File: config.mk
export PLATFORM = sky130hd
export DESIGN_NAME = regin_ram
export DESIGN_NICKNAME = d
export VERILOG_FILES = /design/src/rtl/regin_ram_pkg.sv /design/src/rtl/regin_ram_inreg.sv /design/src/rtl/regin_ram_store.sv /design/src/rtl/regin_ram.sv
export SDC_FILE = /design/constraint.sdc
export NUM_CORES = 1
export LEC_CHECK = 0
export CORE_MARGIN = 1
export CORE_UTILIZATION = 50
export DETAILED_ROUTE_END_ITERATION = 7
export PLACE_DENSITY = 0.66
export SETUP_SLACK_MARGIN = 0.4
export SLEW_MARGIN = 20
export SYNTH_ARGS = -nofsm -noshare
export SYNTH_HDL_FRONTEND = slang
export SYNTH_SLANG_ARGS = --single-unit
File: constraint.sdc
create_clock -name clk -period 2.15 [get_ports clk]
set_input_delay 0.645 -clock clk [delete_from_list [all_inputs] [get_ports clk]]
set_output_delay 0.645 -clock clk [all_outputs]
set_load 0.1 [all_outputs]
File: src/rtl/regin_ram_pkg.sv
package regin_ram_pkg;
  parameter int RAM_AW = 5;
  parameter int RAM_DW = 4;
endpackage

File: src/rtl/regin_ram_inreg.sv
module regin_ram_inreg #(
  parameter int AW = regin_ram_pkg::RAM_AW,
  parameter int DW = regin_ram_pkg::RAM_DW
) (
  input  logic          clk,
  input  logic          rst,
  input  logic [AW-1:0] addr_i,
  input  logic [DW-1:0] wdata_i,
  input  logic          wen_i,
  output logic [AW-1:0] addr_q,
  output logic [DW-1:0] wdata_q,
  output logic          wen_q
);
  // Input capture stage: every request pin passes through one register.
  always_ff @(posedge clk) begin
    if (rst) begin
      addr_q  <= '0;
      wdata_q <= '0;
      wen_q   <= 1'b0;
    end else begin
      addr_q  <= addr_i;
      wdata_q <= wdata_i;
      wen_q   <= wen_i;
    end
  end

  // reset leaves address zero and strobe low
  assert_rst_clear_R5: assert property (@(posedge clk) rst |=> (addr_q == '0 && !wen_q));

  // registered copy equals the pins seen at the previous edge
  assert_capture_R2: assert property (@(posedge clk) disable iff (rst)
    1'b1 |=> (addr_q == $past(addr_i) && wdata_q == $past(wdata_i) && wen_q == $past(wen_i)));
endmodule

File: src/rtl/regin_ram_store.sv
module regin_ram_store #(
  parameter int AW = regin_ram_pkg::RAM_AW,
  parameter int DW = regin_ram_pkg::RAM_DW
) (
  input  logic          clk,
  input  logic          rst,
  input  logic [AW-1:0] acc_addr,
  input  logic [DW-1:0] wr_word,
  input  logic          wr_en,
  output logic [DW-1:0] rd_word
);
  localparam int DEPTH = 1 << AW;

  // Plain word array, no reset, so it can land in block memory.
  logic [DW-1:0] cells [DEPTH];

  always_ff @(posedge clk) begin
    if (wr_en) cells[acc_addr] <= wr_word;
  end

  assign rd_word = cells[acc_addr];

  // a committed write is found at the address it targeted
  assert_commit_R3: assert property (@(posedge clk) disable iff (rst)
    wr_en |=> (cells[$past(acc_addr)] == $past(wr_word)));

  // the reset input is seen here only by the checks above
  assert_rst_known_R6: assert property (@(posedge clk) !$isunknown(rst));
endmodule

File: src/rtl/regin_ram.sv
module regin_ram #(
  parameter int AW = regin_ram_pkg::RAM_AW,
  parameter int DW = regin_ram_pkg::RAM_DW
) (
  input  logic          clk,
  input  logic          rst,
  input  logic [AW-1:0] addr_i,
  input  logic [DW-1:0] wdata_i,
  input  logic          wen_i,
  output logic [DW-1:0] rdata_o
);
  logic [AW-1:0] addr_q;
  logic [DW-1:0] wdata_q;
  logic          wen_q;

  regin_ram_inreg #(.AW(AW), .DW(DW)) u_inreg (
    .clk     (clk),
    .rst     (rst),
    .addr_i  (addr_i),
    .wdata_i (wdata_i),
    .wen_i   (wen_i),
    .addr_q  (addr_q),
    .wdata_q (wdata_q),
    .wen_q   (wen_q)
  );

  regin_ram_store #(.AW(AW), .DW(DW)) u_store (
    .clk      (clk),
    .rst      (rst),
    .acc_addr (addr_q),
    .wr_word  (wdata_q),
    .wr_en    (wen_q),
    .rd_word  (rdata_o)
  );

  // a write to the addressed word is visible on the output after the commit edge
  assert_raw_visible_R8: assert property (@(posedge clk) disable iff (rst)
    (wen_q && addr_i == addr_q) |=> (rdata_o == $past(wdata_q)));
endmodule

# Word-level counts from Yosys, hierarchy flattened
# Memory sizes are Yosys's and may differ from the RTL's. A register that Yosys moved wholly into a read port is not among the register bits.
# Index checks and enable logic that the tools add are counted.
# totals
regBits,10
ram_bits,128
input_bits,12
output_inout_bits,4
word_cells,7
memories,1
# op_classes
muxes,3
# memory_table
name,depth,width,rd,rd_ports_with_merged_regs,write_ports,line_no,text
u_store.cells,32,4,1,1,1,regin_ram_store.sv:15,logic [DW-1:0] cells [DEPTH];
# ops
op,n
$mux 5,1
$mux 1,2

# Depth between registers and ports, before layout
# Gate-level depths: netlist (run 1).
# logic_depth
depth_word,2
mapped_depth,7
mapped_depth_nobuf,4

# Cells and area by module
# A second synthesis (run 1) with hierarchy kept.
# unflattened
hier_cells,334
area_unflattened_um2,5521.5
# modules_own_cells
module,instances,cells_per_inst,area_per_inst_um2,seq_area_each_um2
regin_ram_store,1,314,5258.8,3843.7
regin_ram_inreg,1,20,262.8,200.2

# Worst setup path after synthesis (run 1)
# No wires, ideal clock.
# synth_path
kind,reg2out
from,"register, netlist name u_inreg.addr_q[0]"
to,output port rdata_o[2]
arrival_time_ns,1.861
required_time_ns,1.505
path_slack_ns,-0.356
stages_incl_launch_ff,6
path_buffers,1
path_cell_list,dfxtp_1 buf_6 or4bb_1 o22ai_1 nor4_1 nand2_1
# synth_rtl
item,line_no,text
to (decl),regin_ram.sv:10,output logic [DW-1:0] rdata_o

==> run summary, run 1 <==
The run finished, with violations left. The checks that failed: setup timing. Dividing the final minimum period by the clock period gives 1.38.

The largest net degree at the start of global routing is 33. Clock latency on the worst-skew pair, taken at its later pin, is 0.52 ns. The chip width came out at 107 um. The worst setup path category is reg -> out.

The number of clock sinks came out at 138. The violation count after the first detailed-routing iteration came out at 269. Wires add up to 12200 um. The worst stage delay on the critical path came out at 0.44 ns. The class of the tightest hold or removal check is in -> reg. The vertical extent of the die is 107 um. STA puts the critical path data required time at 1.50 ns. Dividing the detail-routed wire length by the instance count gives 22.2 um. Leaving out fill and tap cells, the most frequent cells in the layout are 128 x sky130_fd_sc_hd__edfxtp_1, 43 x sky130_fd_sc_hd__mux2i_1, 39 x sky130_fd_sc_hd__buf_4. The count of non-filler cells in the finished layout is 552. The number of port buffers is 15.

The number of vias per cell is 5.84. Timing analysis after detailed placement gives a worst setup slack of -0.333 ns. The via count of the first global-routing pass was 3257. The count of final hold-check violations came out at 0.

In this run, post-CTS hold repair placed 0 buffers. The library cell used most frequently in the layout, excluding fill and tap cells, is sky130_fd_sc_hd__edfxtp_1. TritonCTS built the clock tree. The net count of the mapped netlist came out at 346.

The arrival time of data at the critical path endpoint came out at 2.32 ns. The detailed router placed 3222 vias in this run. The largest driver fanout on the critical path is 8.

The final global-route overflow total came out at 0. The maximum count of clock buffers along a single path is 2. The number of maximum-capacitance constraint violations came out at 0. The final number of max-transition violations is 0. For the pin with the worst max-slew slack, the measured transition is 0.460 ns. The number of inserted diodes came out at 0. The post-layout net count came out at 415.

Setup repair after global routing could not meet its margin everywhere. Before antenna repair, the detailed router went through 4 iterations. The maximum resistive drop on vdd came out at 0.548 mV.

The tree is rooted in a sky130_fd_sc_hd__clkbuf_8. The sequential area share after synthesis is 0.733. In this run the cell area of the synthesized design comes to 5520 um^2. In this run, placement finished with an instance count of 500. Across every metal layer, demand over resource in global routing totals 0.231. The total clock buffers created by CTS is 17. The layout cell share with drive strength beyond 1 came out at 0.413.

The cell count after synthesis came out at 334. In this run the static leakage power is 2.29 nW. The headroom to the max-slew limit came out at 0.693. The total area inside the core boundary comes to 10500 um^2. The total setup violations reported at the end of the flow came out at 4. The global-route wire length before repair is 18600 um. For this run, design rule violations remaining after detail routing come to 0. By instance count, the cell type seen most on the critical path is sky130_fd_sc_hd__buf_12. Measured on the finished design, the core utilization comes to 0.705.

The number of different library cells in the post-synthesis netlist is 24. For this design the ratio of total power to cell area is 918 nW/um^2. The count of antenna-violating nets left after detailed routing is 0. The internal reg-to-reg setup slack is 0.38 ns. The yosys synthesis warning count is 0. The total number of H-tree levels came out at 4. The library cell contributing the largest single delay on the critical path is sky130_fd_sc_hd__dfxtp_4. The clock tree skew after final layout came out at 0.00631 ns. Clock-pin slew was measured on the worst setup and hold paths at 0.06 ns. The worst setup path is captured at an output port. In this run the count of I/O pins placed on the die edge is 16. The area overhead of the layout relative to synthesis came out at 34.3%. Based on the critical path, the design can be clocked at up to 338 MHz. The flip-flop and latch count after synthesis came out at 138. The HPWL reported at the end of detailed placement is 7390 um. The row count came out at 37. The area of the die is 11500 um^2. After layout, the worst setup slack is -0.813 ns. A synthesized cell averages 16.5 um^2. The overall power after layout is 6.80 mW.

STA classifies the critical path startpoint as a register. The final weighted congestion of routability-driven global placement is 0.829. The minimum clock period after layout came out at 2.96 ns. Walking the worst path, the cells encountered are buf_12 > mux2i_1 > o22ai_2 > nor4_2 > buf_4 > nand2_2 > buf_12. The number of antenna violations at the first check in global routing came out at 0. For this configuration, the core starts out at a cell density of 0.525.
-- critical path: cells and delay by family, from the launching register on --
| family | cells | cell delay [ns] |
|---|---|---|
| flops | 1 | 0.44 |
| buf+inv | 3 | 0.50 |
| simple gates | 2 | 0.39 |
| compound gates | 1 | 0.13 |
| mux | 1 | 0.34 |
-- flip-flops by register name, indices dropped and copies added, names as in the netlist --
name and count:
u_inreg.addr_q 5, u_inreg.wdata_q 4, u_inreg.wen_q 1, u_store.cells 128
-- cell usage after synthesis --
library cell / instances / area share
sky130_fd_sc_hd__or4b_4: 4 / 0.010
sky130_fd_sc_hd__nand3_1: 2 / 0.0018
sky130_fd_sc_hd__clkbuf_2: 1 / 0.00091
sky130_fd_sc_hd__or3_1: 1 / 0.0011
sky130_fd_sc_hd__dfxtp_1: 10 / 0.036
sky130_fd_sc_hd__buf_2: 7 / 0.0064
sky130_fd_sc_hd__or3b_1: 3 / 0.0048
sky130_fd_sc_hd__or4_4: 1 / 0.0020
sky130_fd_sc_hd__clkbuf_1: 2 / 0.0014
sky130_fd_sc_hd__nor2_1: 29 / 0.020
sky130_fd_sc_hd__nand4bb_1: 5 / 0.010
sky130_fd_sc_hd__nor2b_1: 10 / 0.011
sky130_fd_sc_hd__nand4_1: 1 / 0.0011
sky130_fd_sc_hd__buf_4: 2 / 0.0027
sky130_fd_sc_hd__nor3_1: 4 / 0.0036
sky130_fd_sc_hd__or4bb_1: 1 / 0.0020
sky130_fd_sc_hd__nor4_1: 8 / 0.0091
sky130_fd_sc_hd__mux2i_1: 64 / 0.12
sky130_fd_sc_hd__edfxtp_1: 128 / 0.70
sky130_fd_sc_hd__nand4b_1: 4 / 0.0064
sky130_fd_sc_hd__nand3b_1: 4 / 0.0054
sky130_fd_sc_hd__o22ai_1: 32 / 0.036
sky130_fd_sc_hd__buf_6: 5 / 0.010
sky130_fd_sc_hd__nand2_1: 6 / 0.0041
-- layout make-up --
class                      instances  area, um^2
sequential                       138        4050
tap                              136         170
fill                             631        3100
clock inverter                    14         246
clock buffer                      18         418
timing repair buffer              67         739
multi-input combinational        179        1780
-- logic make-up (layout without fill, tap and decap cells) --
group,Yosys count,in the layout,synth area share
AND/OR/NAND/NOR,83,83,0.0928
buffers and inverters,17,99,0.0215
multiplexers,64,64,0.116
AO/OA/AOI/OAI,32,32,0.0363
flip-flops,138,138,0.733
-- what timing repair did --
item	in CTS	in global routing
resized for setup	77	27
endpoints found under the setup margin	128	103
hold endpoints to repair	0	0
gates cloned	3	0
pin swaps	16	7
setup buffers	12	5
-- per-layer routing --
metal | track usage | vias up | routed length, um
met4 | 0.0949 | 0 | 136
met2 | 0.371 | 104 | 6210
met1 | 0.301 | 1626 | 5290
li1 | - | 1481 | -
met3 | 0.0578 | 11 | 610
met5 | 0 | - | 0
-- through the flow --
step | area, um^2 | setup TNS [ns] | hold slack [ns]
4_1_cts | 7250 | -3.05 | 0.662
3_3_place_gp | 6060 | -1.04 | 0.722
3_5_place_dp | 6060 | -1.15 | 0.728
2_1_floorplan | 5530 | -0.624 | 0.717
6_report | 7410 | -3.15 | 0.671
5_1_grt | 7410 | -3.41 | 0.664
-- worst paths after layout --
path         depth (start not counted)                          start                             end
max                                  7   u_inreg.addr_q[1]$_SDFF_PP0_                      rdata_o[1]
min                                  2                      addr_i[2]    u_inreg.addr_q[2]$_SDFF_PP0_
max reg2reg                          5   u_inreg.addr_q[1]$_SDFF_PP0_  u_store.cells[16][0]$_DFFE_PP_
min reg2reg                          1  u_inreg.wdata_q[2]$_SDFF_PP0_   u_store.cells[3][2]$_DFFE_PP_
-- where the power goes --
| part | internal [mW] | leakage [nW] | total, mW | switching, mW |
|---|---|---|---|---|
| combinational | 0.262 | 0.888 | 0.592 | 0.330 |
| sequential | 2.96 | 1.09 | 2.98 | 0.0200 |
| clock | 2.13 | 0.312 | 3.23 | 1.10 |
No activity file was read; power rests on OpenSTA's default activity.
==> run 2, diff against run 1 <==
--- a/config.mk
+++ b/config.mk
@@ -5,9 +5,12 @@
 export SDC_FILE = /design/constraint.sdc
 export NUM_CORES = 1
 export LEC_CHECK = 0
+export CAP_MARGIN = 10
 export CORE_MARGIN = 1
 export CORE_UTILIZATION = 50
 export DETAILED_ROUTE_END_ITERATION = 7
+export GPL_ROUTABILITY_DRIVEN = 1
+export GPL_TIMING_DRIVEN = 1
 export PLACE_DENSITY = 0.66
 export SETUP_SLACK_MARGIN = 0.4
 export SLEW_MARGIN = 20
==> results of run 2 <==
Same layout as run 1: the final DEF is identical, and so are final timing and power.
==> run 3, diff against run 2 <==
--- a/config.mk
+++ b/config.mk
@@ -6,12 +6,14 @@
 export NUM_CORES = 1
 export LEC_CHECK = 0
 export CAP_MARGIN = 10
+export CELL_PAD_IN_SITES_DETAIL_PLACEMENT = 1
+export CELL_PAD_IN_SITES_GLOBAL_PLACEMENT = 2
 export CORE_MARGIN = 1
-export CORE_UTILIZATION = 50
+export CORE_UTILIZATION = 46
 export DETAILED_ROUTE_END_ITERATION = 7
 export GPL_ROUTABILITY_DRIVEN = 1
 export GPL_TIMING_DRIVEN = 1
-export PLACE_DENSITY = 0.66
+export PLACE_DENSITY = 0.78
 export SETUP_SLACK_MARGIN = 0.4
 export SLEW_MARGIN = 20
 export SYNTH_ARGS = -nofsm -noshare
==> run 3 against run 2 <==
The flow still finishes with violations (setup timing). Setup slack gained 0.066 ns. First-iteration DRC count decreased by 15%. Sequential power barely moved. Combinational power increased by 2%. Utilization fell by 6.4 points. Final area about the same. Clock skew decreased by 0.00075 ns. Global-route usage decreased by 1.1 points. Clock-buffer cell count is the same. Critical path type unchanged. Critical endpoint is now rdata_o[0]. Highest routed layer unchanged.
==> run summary, run 3 (synthesis gave the netlist of run 1 again) <==
The number of port buffers came to 15 (unchanged). The final core utilization came out at 0.641 (-0.0641). The hold buffer count at cts came out at 0 (unchanged). The static power due to leakage came out at 2.31 nW (+0.96%). The area overhead of the layout relative to synthesis came out at 34.3% (about the same). The slack of the critical path is -0.747 ns (+0.0661 ns).

The HPWL reported at the end of detailed placement came to 8500 um (+15%). The minimum clock period after layout was 2.90 ns (-0.0661 ns). Ranked by flip-flop count, first place goes to u_store.cells. The critical path goes through buf_12 > mux2i_1 > o22ai_4 > nor4_4 > buf_4 > nand2_2 > buf_12.

The worst stage delay on the critical path came out at 0.44 ns (about the same). The slew at the pin with the worst max-slew slack is 0.542 ns (+0.0821 ns). The starting density of the core is 0.477 (-0.0479). The highest achievable clock rate came out at 345 MHz (+2.3%). The total setup violations reported at the end of the flow is 4 (unchanged). The final number of max-transition violations is 0 (unchanged). The count of final hold-check violations came to 0 (unchanged). The overall via count from detail_route came out at 3258 (+1.1%). The total clock buffers created by CTS is 17 (unchanged). The clock edge transition at the registers on the reported setup and hold paths came out at 0.06 ns (about the same). The layout cell share with drive strength beyond 1 came out at 0.383 (-0.0305). The via count of the first global-routing pass came out at 3357 (+3.1%). The met2 layer usage reported by global route came out at 0.359 (-0.0123). The largest driver fanout on the critical path came to 8 (unchanged). The power per standard cell area came out at 908 nW/um^2 (-1.1%). The total number of H-tree levels is 4 (unchanged). The final weighted congestion of routability-driven global placement came out at 0.761 (-8.2%). The required time reported for the critical path endpoint is 1.50 ns (about the same). The class of the tightest hold or removal check is reg -> reg. The post-layout net count was 422 (+1.7%). The wire length after detailed routing came out at 13700 um (+12%).

The maximum count of clock buffers along a single path came to 2 (unchanged). The I/O pin count was 16 (unchanged). The run finished, with violations left. The count of non-filler cells in the finished layout was 566 (+2.5%). The worst setup path is of the reg -> out kind. The count of antenna-violating nets left after detailed routing came to 0 (unchanged).

The final global-route overflow total came out at 0 (unchanged). The violation count after the first detailed-routing iteration is 228 (-15%). By instance count, the cell type seen most on the critical path is sky130_fd_sc_hd__buf_12.

The number of inserted diodes is 0 (unchanged). The number of vias per cell is 5.76 (-1.4%). The first-pass iteration count of the detailed router came out at 4 (unchanged). The ratio of final minimum period to clock period was 1.35 (-0.0307). The number of antenna violations at the first check in global routing is 0 (unchanged). In this run the most used layer during global routing was met2. The total DRC errors in the routed layout is 0 (unchanged). Setup repair after global routing could not meet its margin everywhere. The clock tree skew after final layout came to 0.00557 ns (-0.000745 ns).

The floorplan core area is 11600 um^2 (+10%). Leaving out fill and tap cells, the most frequent cell in the layout is sky130_fd_sc_hd__edfxtp_1. TritonCTS built the clock tree. The post-placement cell count came to 521 (+4.2%). The worst setup path is launched from a register. Leaving out fill and tap cells, the most frequent cells in the layout are 128 x sky130_fd_sc_hd__edfxtp_1, 46 x sky130_fd_sc_hd__mux2i_1, 46 x sky130_fd_sc_hd__buf_4. For this design, the slowest cell found on the critical path is sky130_fd_sc_hd__dfxtp_4. The headroom to the max-slew limit came out at 0.639 (-0.0539). The row count came out at 39 (+5.4%).

The overall fraction of global-route tracks in use came out at 0.220 (-0.0111). The largest registers in the layout are u_store.cells x128, u_inreg.addr_q x5, u_inreg.wdata_q x4. The number of maximum-capacitance constraint violations came out at 0 (unchanged). The area of the die was 12400 um^2 (+8.5%). The global-route track usage on met1 came out at 0.287 (-0.0144). The checks that failed: setup timing. The largest net degree at the start of global routing is 33 (unchanged). The vertical extent of the die came out at 111 um (+4.2%). The cell sitting at the root of the clock tree is a sky130_fd_sc_hd__clkbuf_16. The chip width came out at 111 um (+4.2%).

The routed wire length per instance came out at 24.2 um (+8.9%). The maximum resistive drop on vdd came to 0.566 mV (+3.3%). The clock latency at the later pin of the worst-skew pair is 0.42 ns (-0.10 ns). The global-route wire length before repair is 19600 um (+5.1%).

The routing usage on met3 is 0.0490 (-0.00876). The number of flip-flops in the largest register is 128 (unchanged). The worst setup path is captured at an output port. The arrival time of data at the critical path endpoint was 2.25 ns (-0.07 ns). The number of clock sinks is 138 (unchanged).
-- run 3: changes by cell type in the layout (fill, tap and decap cells not counted), sizes merged --
cell and change:
buf +5, bufinv -1, clkbuf +2, clkinv +2, inv -1
-- run 3: path summary, 6_finish.rpt --
check	start	endpoint	slack [ns]	cells after the start
min	u_inreg.wdata_q[2]$_SDFF_PP0_	u_store.cells[15][2]$_DFFE_PP_	0.53	0
max	u_inreg.addr_q[1]$_SDFF_PP0_	rdata_o[0]	-0.75	7
max reg2reg	u_inreg.addr_q[1]$_SDFF_PP0_	u_store.cells[24][0]$_DFFE_PP_	0.34	5
min reg2reg	u_inreg.wdata_q[2]$_SDFF_PP0_	u_store.cells[15][2]$_DFFE_PP_	0.53	0
-- run 3: repair_timing --
action / in CTS / in global routing
buffers inserted: 4 / 7
setup endpoints to repair: 85 / 12
pin swaps: 12 / 6
gates resized for setup: 59 / 36
gates cloned: 0 / 2
hold endpoints to repair: 0 / 0
-- run 3: power breakdown --
part           leakage [nW]  internal, mW  switching (mW)
registers              1.09          2.96          0.0219
clock network         0.298          2.04            1.10
logic                 0.922         0.268           0.337
total                  2.31          5.27            1.46
-- run 3: worst max-delay path, delay by kind of cell (launching register included) --
family | cells | cell delay (ns)
flip-flops | 1 | 0.44
buffers and inverters | 3 | 0.49
AO/OA/AOI/OAI | 1 | 0.14
AND/OR/NAND/NOR | 2 | 0.38
multiplexers | 1 | 0.36
-- run 3: area by class of cell --
| type | count | area, um^2 |
|---|---|---|
| clock buffers | 18 | 429 |
| clock inverters | 14 | 203 |
| fillers | 987 | 4160 |
| multi-input cells | 179 | 1780 |
| flip-flops and latches | 138 | 4060 |
| well taps | 143 | 179 |
| repair buffers | 74 | 762 |
-- run 3: metrics by stage --
step	setup WS (ns)	hold slack (ns)	instance area (um^2)	power (mW)	TNS [ns]
after detailed placement	-0.499	0.535	6170	3.52	-1.71
after floorplan	-0.172	0.717	5530	3.31	-0.624
after CTS	-0.701	0.544	7130	6.66	-2.71
final	-0.747	0.534	7410	6.73	-2.80
after global routing	-0.792	0.553	7410	6.86	-2.98
after global placement	-0.468	0.526	6170	3.51	-1.59
-- run 3: per-layer routing --
layer | wire [um] | part of all wire
met1 | 6350 | 0.46
met2 | 6810 | 0.50
met3 | 310 | 0.023
met4 | 212 | 0.016
met5 | 0 | 0
